==> config.mk <==
export PLATFORM = sky130hd
export DESIGN_NAME = hp_evt_irq
export DESIGN_NICKNAME = d
export VERILOG_FILES = /design/src/rtl/hp_evt_pkg.sv /design/src/rtl/hp_slot_unit.sv /design/src/rtl/hp_ctl_unit.sv /design/src/rtl/hp_evt_irq.sv
export SDC_FILE = /design/constraint.sdc
export NUM_CORES = 1
export LEC_CHECK = 0
export CORE_MARGIN = 5
export CORE_UTILIZATION = 40
export DETAILED_ROUTE_END_ITERATION = 12
export SLEW_MARGIN = 20
export SYNTH_ARGS = -nofsm -noshare
export SYNTH_HDL_FRONTEND = slang
export SYNTH_HIERARCHICAL = 1
export SYNTH_SLANG_ARGS = --single-unit
==> constraint.sdc <==
create_clock -name clk -period 5.1 [get_ports clk]
set_input_delay 1.02 -clock clk [delete_from_list [all_inputs] [get_ports clk]]
set_output_delay 1.02 -clock clk [all_outputs]
set_load 0.02 [all_outputs]
==> src/rtl/hp_evt_pkg.sv <==
package hp_evt_pkg;
  localparam int EV_N    = 5;
  localparam int B_PFN   = 6;
  localparam int B_BTN   = 7;
  localparam int B_LAT   = 8;
  localparam int B_PRS   = 10;
  localparam int B_EV    = 16;
  localparam int B_IMSK  = 24;
  localparam int B_SMSK  = 29;
  localparam int C_GIM   = 0;
  localparam int C_GSM   = 1;
  localparam int C_CIM   = 2;
  localparam int C_ASM   = 3;
  localparam int C_CMD   = 16;
  localparam int C_ARB   = 17;

  typedef enum int {
    EV_PRS = 0, EV_IPF = 1, EV_BTN = 2, EV_LAT = 3, EV_CPF = 4
  } ev_idx_e;

  function automatic logic pend_of(input logic [EV_N-1:0] ev,
                                   input logic [EV_N-1:0] im);
    return |(ev & ~im);
  endfunction

  function automatic logic serr_of(input logic [EV_N-1:0] ev,
                                   input logic [1:0] sm);
    return (ev[EV_LAT] & ~sm[0]) | (ev[EV_CPF] & ~sm[1]);
  endfunction
endpackage

==> src/rtl/hp_slot_unit.sv <==
module hp_slot_unit
  import hp_evt_pkg::*;
(
  input  logic            clk,
  input  logic            rst_n,
  input  logic            primed,
  input  logic [1:0]      prsnt,
  input  logic            latch_open,
  input  logic            button,
  input  logic            iso_flt,
  input  logic            con_flt,
  input  logic            wr,
  input  logic [31:0]     wdata,
  output logic [31:0]     word,
  output logic            pend,
  output logic            serr_req,
  output logic [EV_N-1:0] ev_new,
  output logic [EV_N-1:0] ev_q
);
  logic [1:0]      prsnt_q;
  logic            lat_q, btn_q, ipf_q, cpf_q;
  logic [EV_N-1:0] im_q;
  logic [1:0]      sm_q;
  logic [EV_N-1:0] clr;

  always_comb begin
    ev_new = '0;
    if (primed) begin
      ev_new[EV_PRS] = (prsnt != prsnt_q);
      ev_new[EV_IPF] = iso_flt & ~ipf_q;
      ev_new[EV_BTN] = button & ~btn_q;
      ev_new[EV_LAT] = latch_open ^ lat_q;
      ev_new[EV_CPF] = con_flt & ~cpf_q;
    end
    clr = wr ? wdata[B_EV +: EV_N] : '0;
  end

  always_ff @(posedge clk or negedge rst_n) begin
    if (!rst_n) begin
      prsnt_q <= 2'b11;
      lat_q   <= 1'b0;
      btn_q   <= 1'b0;
      ipf_q   <= 1'b0;
      cpf_q   <= 1'b0;
      ev_q    <= '0;
      im_q    <= '1;
      sm_q    <= '1;
    end else begin
      prsnt_q <= prsnt;
      lat_q   <= latch_open;
      btn_q   <= button;
      ipf_q   <= iso_flt;
      cpf_q   <= con_flt;
      ev_q    <= (ev_q & ~clr) | ev_new;
      if (wr) begin
        im_q <= wdata[B_IMSK +: EV_N];
        sm_q <= wdata[B_SMSK +: 2];
      end
    end
  end

  always_comb begin
    word                 = '0;
    word[B_PFN]          = ~(iso_flt | con_flt);
    word[B_BTN]          = button;
    word[B_LAT]          = latch_open;
    word[B_PRS +: 2]     = prsnt;
    word[B_EV +: EV_N]   = ev_q;
    word[B_IMSK +: EV_N] = im_q;
    word[B_SMSK +: 2]    = sm_q;
  end

  assign pend     = pend_of(ev_q, im_q);
  assign serr_req = serr_of(ev_q, sm_q);
endmodule

==> src/rtl/hp_ctl_unit.sv <==
module hp_ctl_unit
  import hp_evt_pkg::*;
(
  input  logic        clk,
  input  logic        rst_n,
  input  logic        cmd_done,
  input  logic        arb_err,
  input  logic        wr,
  input  logic [31:0] wdata,
  output logic [31:0] word,
  output logic [3:0]  mask,
  output logic        cmd_q,
  output logic        arb_q
);
  always_ff @(posedge clk or negedge rst_n) begin
    if (!rst_n) begin
      mask  <= 4'hF;
      cmd_q <= 1'b0;
      arb_q <= 1'b0;
    end else begin
      if (wr) mask <= wdata[3:0];
      cmd_q <= (cmd_q & ~(wr & wdata[C_CMD])) | cmd_done;
      arb_q <= (arb_q & ~(wr & wdata[C_ARB])) | arb_err;
    end
  end

  always_comb begin
    word        = '0;
    word[3:0]   = mask;
    word[C_CMD] = cmd_q;
    word[C_ARB] = arb_q;
  end
endmodule

==> src/rtl/hp_evt_irq.sv <==
module hp_evt_irq
  import hp_evt_pkg::*;
#(
  parameter  int NS = 4,
  localparam int AW = $clog2(NS + 2)
) (
  input  logic            clk,
  input  logic            rst_n,
  input  logic [2*NS-1:0] slot_prsnt,
  input  logic [NS-1:0]   slot_latch_open,
  input  logic [NS-1:0]   slot_button,
  input  logic [NS-1:0]   slot_iso_flt,
  input  logic [NS-1:0]   slot_con_flt,
  input  logic            cmd_done,
  input  logic            arb_err,
  input  logic [AW-1:0]   reg_addr,
  input  logic            reg_wr,
  input  logic [31:0]     reg_wdata,
  output logic [31:0]     reg_rdata,
  output logic            irq,
  output logic            serr
);
  localparam int EVW = NS * EV_N;

  logic              primed;
  logic [31:0]       slot_word [NS];
  logic [NS-1:0]     slot_pend;
  logic [NS-1:0]     slot_serr;
  logic [EVW-1:0]    ev_new_all;
  logic [EVW-1:0]    ev_q_all;
  logic [31:0]       ctl_word;
  logic [3:0]        ctl_mask;
  logic              cmd_q, arb_q;
  logic [31:0]       loc;
  logic              gim, gsm;

  always_ff @(posedge clk or negedge rst_n) begin
    if (!rst_n) primed <= 1'b0;
    else        primed <= 1'b1;
  end

  hp_ctl_unit u_ctl (
    .clk(clk), .rst_n(rst_n), .cmd_done(cmd_done), .arb_err(arb_err),
    .wr(reg_wr && reg_addr == AW'(1)), .wdata(reg_wdata),
    .word(ctl_word), .mask(ctl_mask), .cmd_q(cmd_q), .arb_q(arb_q)
  );

  for (genvar i = 0; i < NS; i++) begin : g_slot
    hp_slot_unit u_slot (
      .clk(clk), .rst_n(rst_n), .primed(primed),
      .prsnt(slot_prsnt[2*i +: 2]), .latch_open(slot_latch_open[i]),
      .button(slot_button[i]), .iso_flt(slot_iso_flt[i]),
      .con_flt(slot_con_flt[i]),
      .wr(reg_wr && reg_addr == AW'(i + 2)), .wdata(reg_wdata),
      .word(slot_word[i]), .pend(slot_pend[i]), .serr_req(slot_serr[i]),
      .ev_new(ev_new_all[i*EV_N +: EV_N]), .ev_q(ev_q_all[i*EV_N +: EV_N])
    );
  end

  assign gim = ctl_mask[C_GIM];
  assign gsm = ctl_mask[C_GSM];

  always_comb begin
    loc    = '0;
    loc[0] = cmd_q & ~ctl_mask[C_CIM];
    for (int i = 0; i < NS; i++) loc[i+1] = slot_pend[i];
  end

  assign irq  = ~gim & (loc != 32'd0);
  assign serr = ~gsm & ((arb_q & ~ctl_mask[C_ASM]) | (|slot_serr));

  always_comb begin
    reg_rdata = '0;
    if (reg_addr == AW'(0))      reg_rdata = loc;
    else if (reg_addr == AW'(1)) reg_rdata = ctl_word;
    else begin
      for (int i = 0; i < NS; i++)
        if (reg_addr == AW'(i + 2)) reg_rdata = slot_word[i];
    end
  end
endmodule

==> flow_summary_export.csv, run 1 <==
group,metric,value,unit
worst_setup_path,worst-endpoint-required,4080,ps
sta,fin_tns_setup,0,ps
global_route,grt_max_degree,50,
worst_setup_path,crit_path_start_kind,"input pin",
finish,fillCellCount,1360,
synthesis,synth_common_cells,"buf_4 (139), nand2_1 (44), dfstp_2 (40), dfrtp_1 (39), mux2i_1 (36)",
cts,hold_buffers,0,
global_route,grt_overflow,0,
worst_setup_path,r2r-end,"g_slot[1].u_slot/ev_q[4]$_DFF_PN0_",
cts,cts_root_buffer,"clkbuf_16",
floorplan,initial_core_util,0.412,
placed_design,gp_congestion,0.901,
cts,ctsResizeCount,0,
min_path,hp-class,"reg -> reg",
floorplan,core-area,14000,um^2
synthesis,synth-compound-area-share,0.157,
synthesis,yosysMostFrequentCell,"buf_4",
worst_setup_path,cp-end-kind,"primary output",
status,status,"completed",
routing,route.detailed.drc,0,
worst_setup_path,reg2reg_from,"primed$_DFF_PN0_",
floorplan,dieArea,16900,um^2
floorplan,die_h,130,um
min_path,hold_end,"g_slot[2].u_slot/im_q[3]$_DFFE_PN1P_",
synthesis,synth-seq-cells,79,
synthesis,netlist_top_cells_area,"dfstp_2 (18%), buf_4 (18%), dfrtp_1 (17%), mux2i_1 (6.2%), mux2_2 (5.7%)",
sta,drv_slew,0,
placed_design,portBuffers,71,
routing,top_layer_used,"met5",
synthesis,ys.flop_type,"dfstp_2",
floorplan,num_rows,43,
routing,wire_per_inst,17.2,um
pwr,power.density_cell_area,311,nW/um^2
cts,cts_buffers,9,
sta,skew,6.35,ps
synthesis,yosys.area.top_type_share,0.182,
routing,dr.pass1.iters,6,
sta,min_period_over_period,0.888,
cts,clk_latency,330,ps
worst_setup_path,path_max_fanout,22,
routing,vias,3792,
floorplan,die_w,130,um
synthesis,async_flop_share,1.00,
floorplan,pin_count,98,
synthesis,synth_top_family_by_area,"buffers and inverters",
worst_setup_path,critical_path_class,"in -> out",
global_route,grt_pass1_vias,3743,
global_route,track_usage,0.161,
synthesis,synth_top_area_cell,"dfstp_2",
synthesis,synthAdderAreaFrac,0,
finish,design_area,6170,um^2
synthesis,synthXorXnorAreaFrac,0.0182,
cts,htree_levels,3,
global_route,grt_first_pass_wirelength,20.8,mm
worst_setup_path,r2r_cells,2,
synthesis,avgSynthCellArea,10.2,um^2
routing,ant_nets,0,
routing,dr_wl_met3,885,um
synthesis,synth_edf_count,0,
routing,wl_met1,5.86,mm
routing,via_per_inst,4.94,
cts,cts_tree,"built",
cts,ctsLongestPathBuffers,2,
synthesis,synth-seq-area-share,0.351,
finish,final_net_count,647,
pwr,p_leak,0.00270,uW
cts,clkTransAtPathRegs,50,ps
placed_design,dpl_cell_area,5870,um^2
cts,cts_setup_buffers,0,
run,cap_violations,0,
sta,relSlewSlack,0.293,
sta,whs,507,ps
worst_setup_path,ff2ff_setup_slack,3960,ps
finish,area_growth,7.03,%
synthesis,syn_area,5770,um^2
synthesis,yosys.area_share.simple,0.0775,
global_route,antenna_found_initial,1,
finish,drive_gt1_frac,0.228,
routing,wl,13.2,mm
routing,dr.first_iter.drc_count,207,
cts,clkSinkCount,79,
sta,rsz0062_at_grt,"false",
worst_setup_path,cp.arrival,3510,ps
sta,max_clock_freq,221,MHz
sta,final.min_clock_period,4530,ps
synthesis,yosys_warnings,6,
pwr,vdd_drop_max,188,uV
sta,setup_viol,0,
min_path,hold_depth,2,
synthesis,netlist_instances,568,
synthesis,synth_cell_types,39,
routing,wl_met2,6.20,mm
placed_design,hpwlAfterDp,9.71,mm
sta,final-hold-violation-count,0,
min_path,min_from,"g_slot[2].u_slot/im_q[3]$_DFFE_PN1P_",
synthesis,synthMuxAreaShare,0.163,
sta,worst_pin_slew,1060,ps
finish,antenna_cells,0,
finish,postLayoutCoreUtil,0.441,
==> power by group <==
group | switching [uW] | internal, uW
logic | 229 | 223
clock network | 250 | 392
registers | 71.1 | 753
total | 550 | 1370
==> worst max-delay path by stage <==
stage                            from            end  slack [ps]
final                     reg_addr[2]  reg_rdata[19]         570
after global routing      reg_addr[2]  reg_rdata[19]         490
after CTS                 reg_addr[2]  reg_rdata[27]         570
after detailed placement  reg_addr[2]  reg_rdata[27]         570
after global placement    reg_addr[2]  reg_rdata[27]         590
after floorplan           reg_addr[0]   reg_rdata[2]        2100
==> sequential cells by signal, indices dropped and copies added (netlist names) <==
name and cells:
g_slot.u_slot/btn_q 4, g_slot.u_slot/cpf_q 4, g_slot.u_slot/ev_q 20, g_slot.u_slot/im_q 20, g_slot.u_slot/ipf_q 4, g_slot.u_slot/lat_q 4, g_slot.u_slot/prsnt_q 8, g_slot.u_slot/sm_q 8
primed 1, u_ctl/arb_q 1, u_ctl/cmd_q 1, u_ctl/mask 4
==> cells in the final DEF, fill, tap and decap left out, types with 2 or more instances in the layout <==
cell type,netlist,final
conb_1,6,87
clkdlybuf4s50_1,0,68
nand2_1,44,44
dfstp_2,40,40
dfrtp_1,39,39
mux2i_1,36,36
inv_1,30,30
mux2_2,29,29
o22ai_1,28,28
a21o_1,23,23
mux2_4,17,17
a22oi_2,17,17
o21ai_0,13,13
buf_4,139,13
o221ai_1,11,11
nor2_1,11,11
a22oi_1,10,10
clkbuf_16,0,9
and3b_1,8,8
xnor2_1,8,8
nand2b_1,5,5
nand4b_1,4,4
a21boi_1,4,4
xor2_1,4,4
and2_1,4,4
a222oi_1,4,4
nor3b_1,3,3
clkinvlp_4,0,3
nor2b_4,2,2
nor4_1,2,2
a21oi_1,2,2
==> through the flow <==
stage / setup WS (ps) / instances / total power, uW
after global placement: 589 / 752 / 1270
final: 573 / 768 / 1920
after detailed placement: 570 / 752 / 1280
after floorplan: 2100 / 649 / 1190
after global routing: 492 / 768 / 2010
after CTS: 566 / 768 / 1930
==> logic make-up after synthesis <==
logic type      Yosys count
compound gates          115
xor+xnor                 12
buf+inv                 189
flops                    79
mux                      82
other cells               6
simple gates             85
==> critical path, stage by stage <==
cell	delay, ps
clkdlybuf4s50_1	640
nand2b_1	630
o22ai_1	530
clkdlybuf4s50_1	670
==> per-layer routing <==
layer	vias to the layer above	global-route usage
met5	-	0
met1	1852	0.217
met2	123	0.254
met3	21	0.0340
li1	1794	-
met4	2	0.0599
==> cell type report <==
cell class	count	area, um^2	share of cell area
clock buffers	11	243	0.0393
clock inverters	5	57.6	0.00932
inverters	30	113	0.0182
multi-input cells	381	2720	0.441
flip-flops and latches	79	2030	0.328
well taps	180	225	0.0365
repair buffers	82	783	0.127
(Power assumes the default switching activity.)
==> run 2, diff against run 1 <==
==> constraint.sdc (replaced) <==
create_clock -name clk -period 5.1 [get_ports clk]
set_input_delay 1.02 -clock clk [delete_from_list [all_inputs] [get_ports clk]]
set_output_delay 1.02 -clock clk [all_outputs]
set_load 0.005 [all_outputs]
==> flow_summary_export.csv, run 2 (synthesized netlist as in run 1, its figures left out) <==
group,metric,value,unit
pwr,power.density_cell_area,310,nW/um^2
finish,reg_top3,"g_slot.u_slot/ev_q (20), g_slot.u_slot/im_q (20)",
worst_setup_path,crit_path_start_kind,"input pin",
placed_design,hpwlAfterDp,9.56,mm
run,cap_violations,0,
sta,fin_tns_setup,0,ps
global_route,grt_first_pass_wirelength,20.6,mm
sta,worst_pin_slew,879,ps
cts,cts_setup_buffers,0,
routing,via_per_inst,4.87,
cts,htree_levels,3,
routing,wl,13.1,mm
cts,cts_root_buffer,"clkbuf_16",
sta,final-hold-violation-count,0,
worst_setup_path,cpPeakStageDelay,540,ps
cts,clkSinkCount,79,
sta,rsz0062_at_grt,"false",
pwr,vdd_drop_max,234,uV
routing,ant_nets,0,
worst_setup_path,path_max_fanout,36,
floorplan,die_h,130,um
cts,clk_latency,330,ps
finish,antenna_cells,0,
sta,relSlewSlack,0.412,
sta,min_period_over_period,0.807,
sta,whs,500,ps
sta,skew,6.06,ps
worst_setup_path,crit_top_cell,"clkdlybuf4s50_1",
cts,cts_tree,"built",
worst_setup_path,worst-endpoint-required,4080,ps
floorplan,core-area,14000,um^2
status,status,"completed",
min_path,hp-class,"reg -> reg",
worst_setup_path,path_cells,"clkdlybuf4s50_1, buf_4, nor2b_1, a22oi_1, o221ai_1, clkdlybuf4s50_1",
finish,area_growth,7.20,%
routing,dr.pass1.iters,5,
routing,wire_per_inst,17.1,um
floorplan,dieArea,16900,um^2
sta,final.min_clock_period,4120,ps
global_route,grt_pass1_vias,3790,
cts,ctsResizeCount,0,
placed_design,portBuffers,71,
worst_setup_path,crit_path_top_delay_cell,"clkdlybuf4s50_1",
floorplan,pin_count,98,
pwr,p_leak,0.00271,uW
placed_design,gp_congestion,0.924,
finish,drive_gt1_frac,0.227,
finish,final_net_count,646,
routing,route.detailed.drc,0,
placed_design,dp.cells,751,
sta,drv_slew,0,
sta,setup_viol,0,
cts,hold_buffers,0,
worst_setup_path,cp.arrival,3100,ps
sta,max_clock_freq,243,MHz
global_route,grt_max_degree,55,
global_route,grt_overflow,0,
floorplan,num_rows,43,
finish,finalNonFillerCells,767,
finish,final_common_cell,"conb_1",
cts,cts_buffers,9,
routing,vias,3739,
floorplan,initial_core_util,0.412,
worst_setup_path,cp-end-kind,"primary output",
floorplan,die_w,130,um
cts,clkTransAtPathRegs,60,ps
routing,dr.first_iter.drc_count,189,
global_route,track_usage,0.158,
cts,ctsLongestPathBuffers,2,
worst_setup_path,critical_path_class,"in -> out",
global_route,antenna_found_initial,1,
finish,final_cell_mix,"conb_1 (87), clkdlybuf4s50_1 (68), nand2_1 (44), dfstp_2 (40), dfrtp_1 (39)",
==> run 2: cell count changes in the layout (fill, tap and decap cells not counted) <==
cell        delta
inv_6          +2
clkinvlp_4     -3
buf_4          -2
buf_2          +1
bufinv_16      +1
clkinv_4       +1
clkbuf_8       -1
==> run 2: through the flow <==
step | util | area (um^2) | power [uW] | worst slack [ps]
final | 0.442 | 6180 | 1920 | 985
after global routing | 0.442 | 6180 | 2010 | 795
after CTS | 0.442 | 6180 | 1930 | 937
after detailed placement | 0.419 | 5860 | 1240 | 954
after global placement | 0.419 | 5860 | 1230 | 964
after floorplan | - | 6070 | 1150 | 2270
==> run 2: layout make-up <==
cell class                 instances  area, um^2
clock buffer                      10         229
clock inverter                     6        91.3
fill                            1345        7810
inverter                          30         113
multi-input combinational        381        2720
sequential                        79        2030
tap                              180         225
timing repair buffer              81         773
==> run 2: metal layers <==
layer / GRT usage / up-vias / share of wire
met5: 0 / - / 0.00099
li1: - / 1791 / -
met2: 0.253 / 123 / 0.47
met3: 0.0426 / 21 / 0.072
met1: 0.209 / 1802 / 0.43
met4: 0.0495 / 2 / 0.020
==> run 2: final timing paths <==
path                                                     from                            endpoint  slack (ps)  cells after the start
setup / recovery                                  reg_addr[2]                       reg_rdata[29]         980                      6
hold / removal             g_slot[2].u_slot/ev_q[2]$_DFF_PN0_  g_slot[2].u_slot/ev_q[2]$_DFF_PN0_         500                      1
setup reg to reg                             primed$_DFF_PN0_  g_slot[2].u_slot/ev_q[4]$_DFF_PN0_        3970                      2
hold reg to reg            g_slot[2].u_slot/ev_q[2]$_DFF_PN0_  g_slot[2].u_slot/ev_q[2]$_DFF_PN0_         500                      1
max in group asynchronous                               rst_n               u_ctl/arb_q$_DFF_PN0_        3310                      2
min in group asynchronous                               rst_n    g_slot[2].u_slot/cpf_q$_DFF_PN0_         690                      1
==> run 2: power breakdown <==
group / internal (uW) / switching (uW) / total, uW
Sequential: 753 / 70.0 / 823
Clock: 432 / 252 / 684
Combinational: 222 / 191 / 412
Total: 1410 / 512 / 1920
==> run 2: critical path, delay by kind of cell <==
| kind | cells | cell delay [ps] |
|---|---|---|
| AND/OR/NAND/NOR | 1 | 330 |
| buffers and inverters | 3 | 1410 |
| AO/OA/AOI/OAI | 2 | 330 |
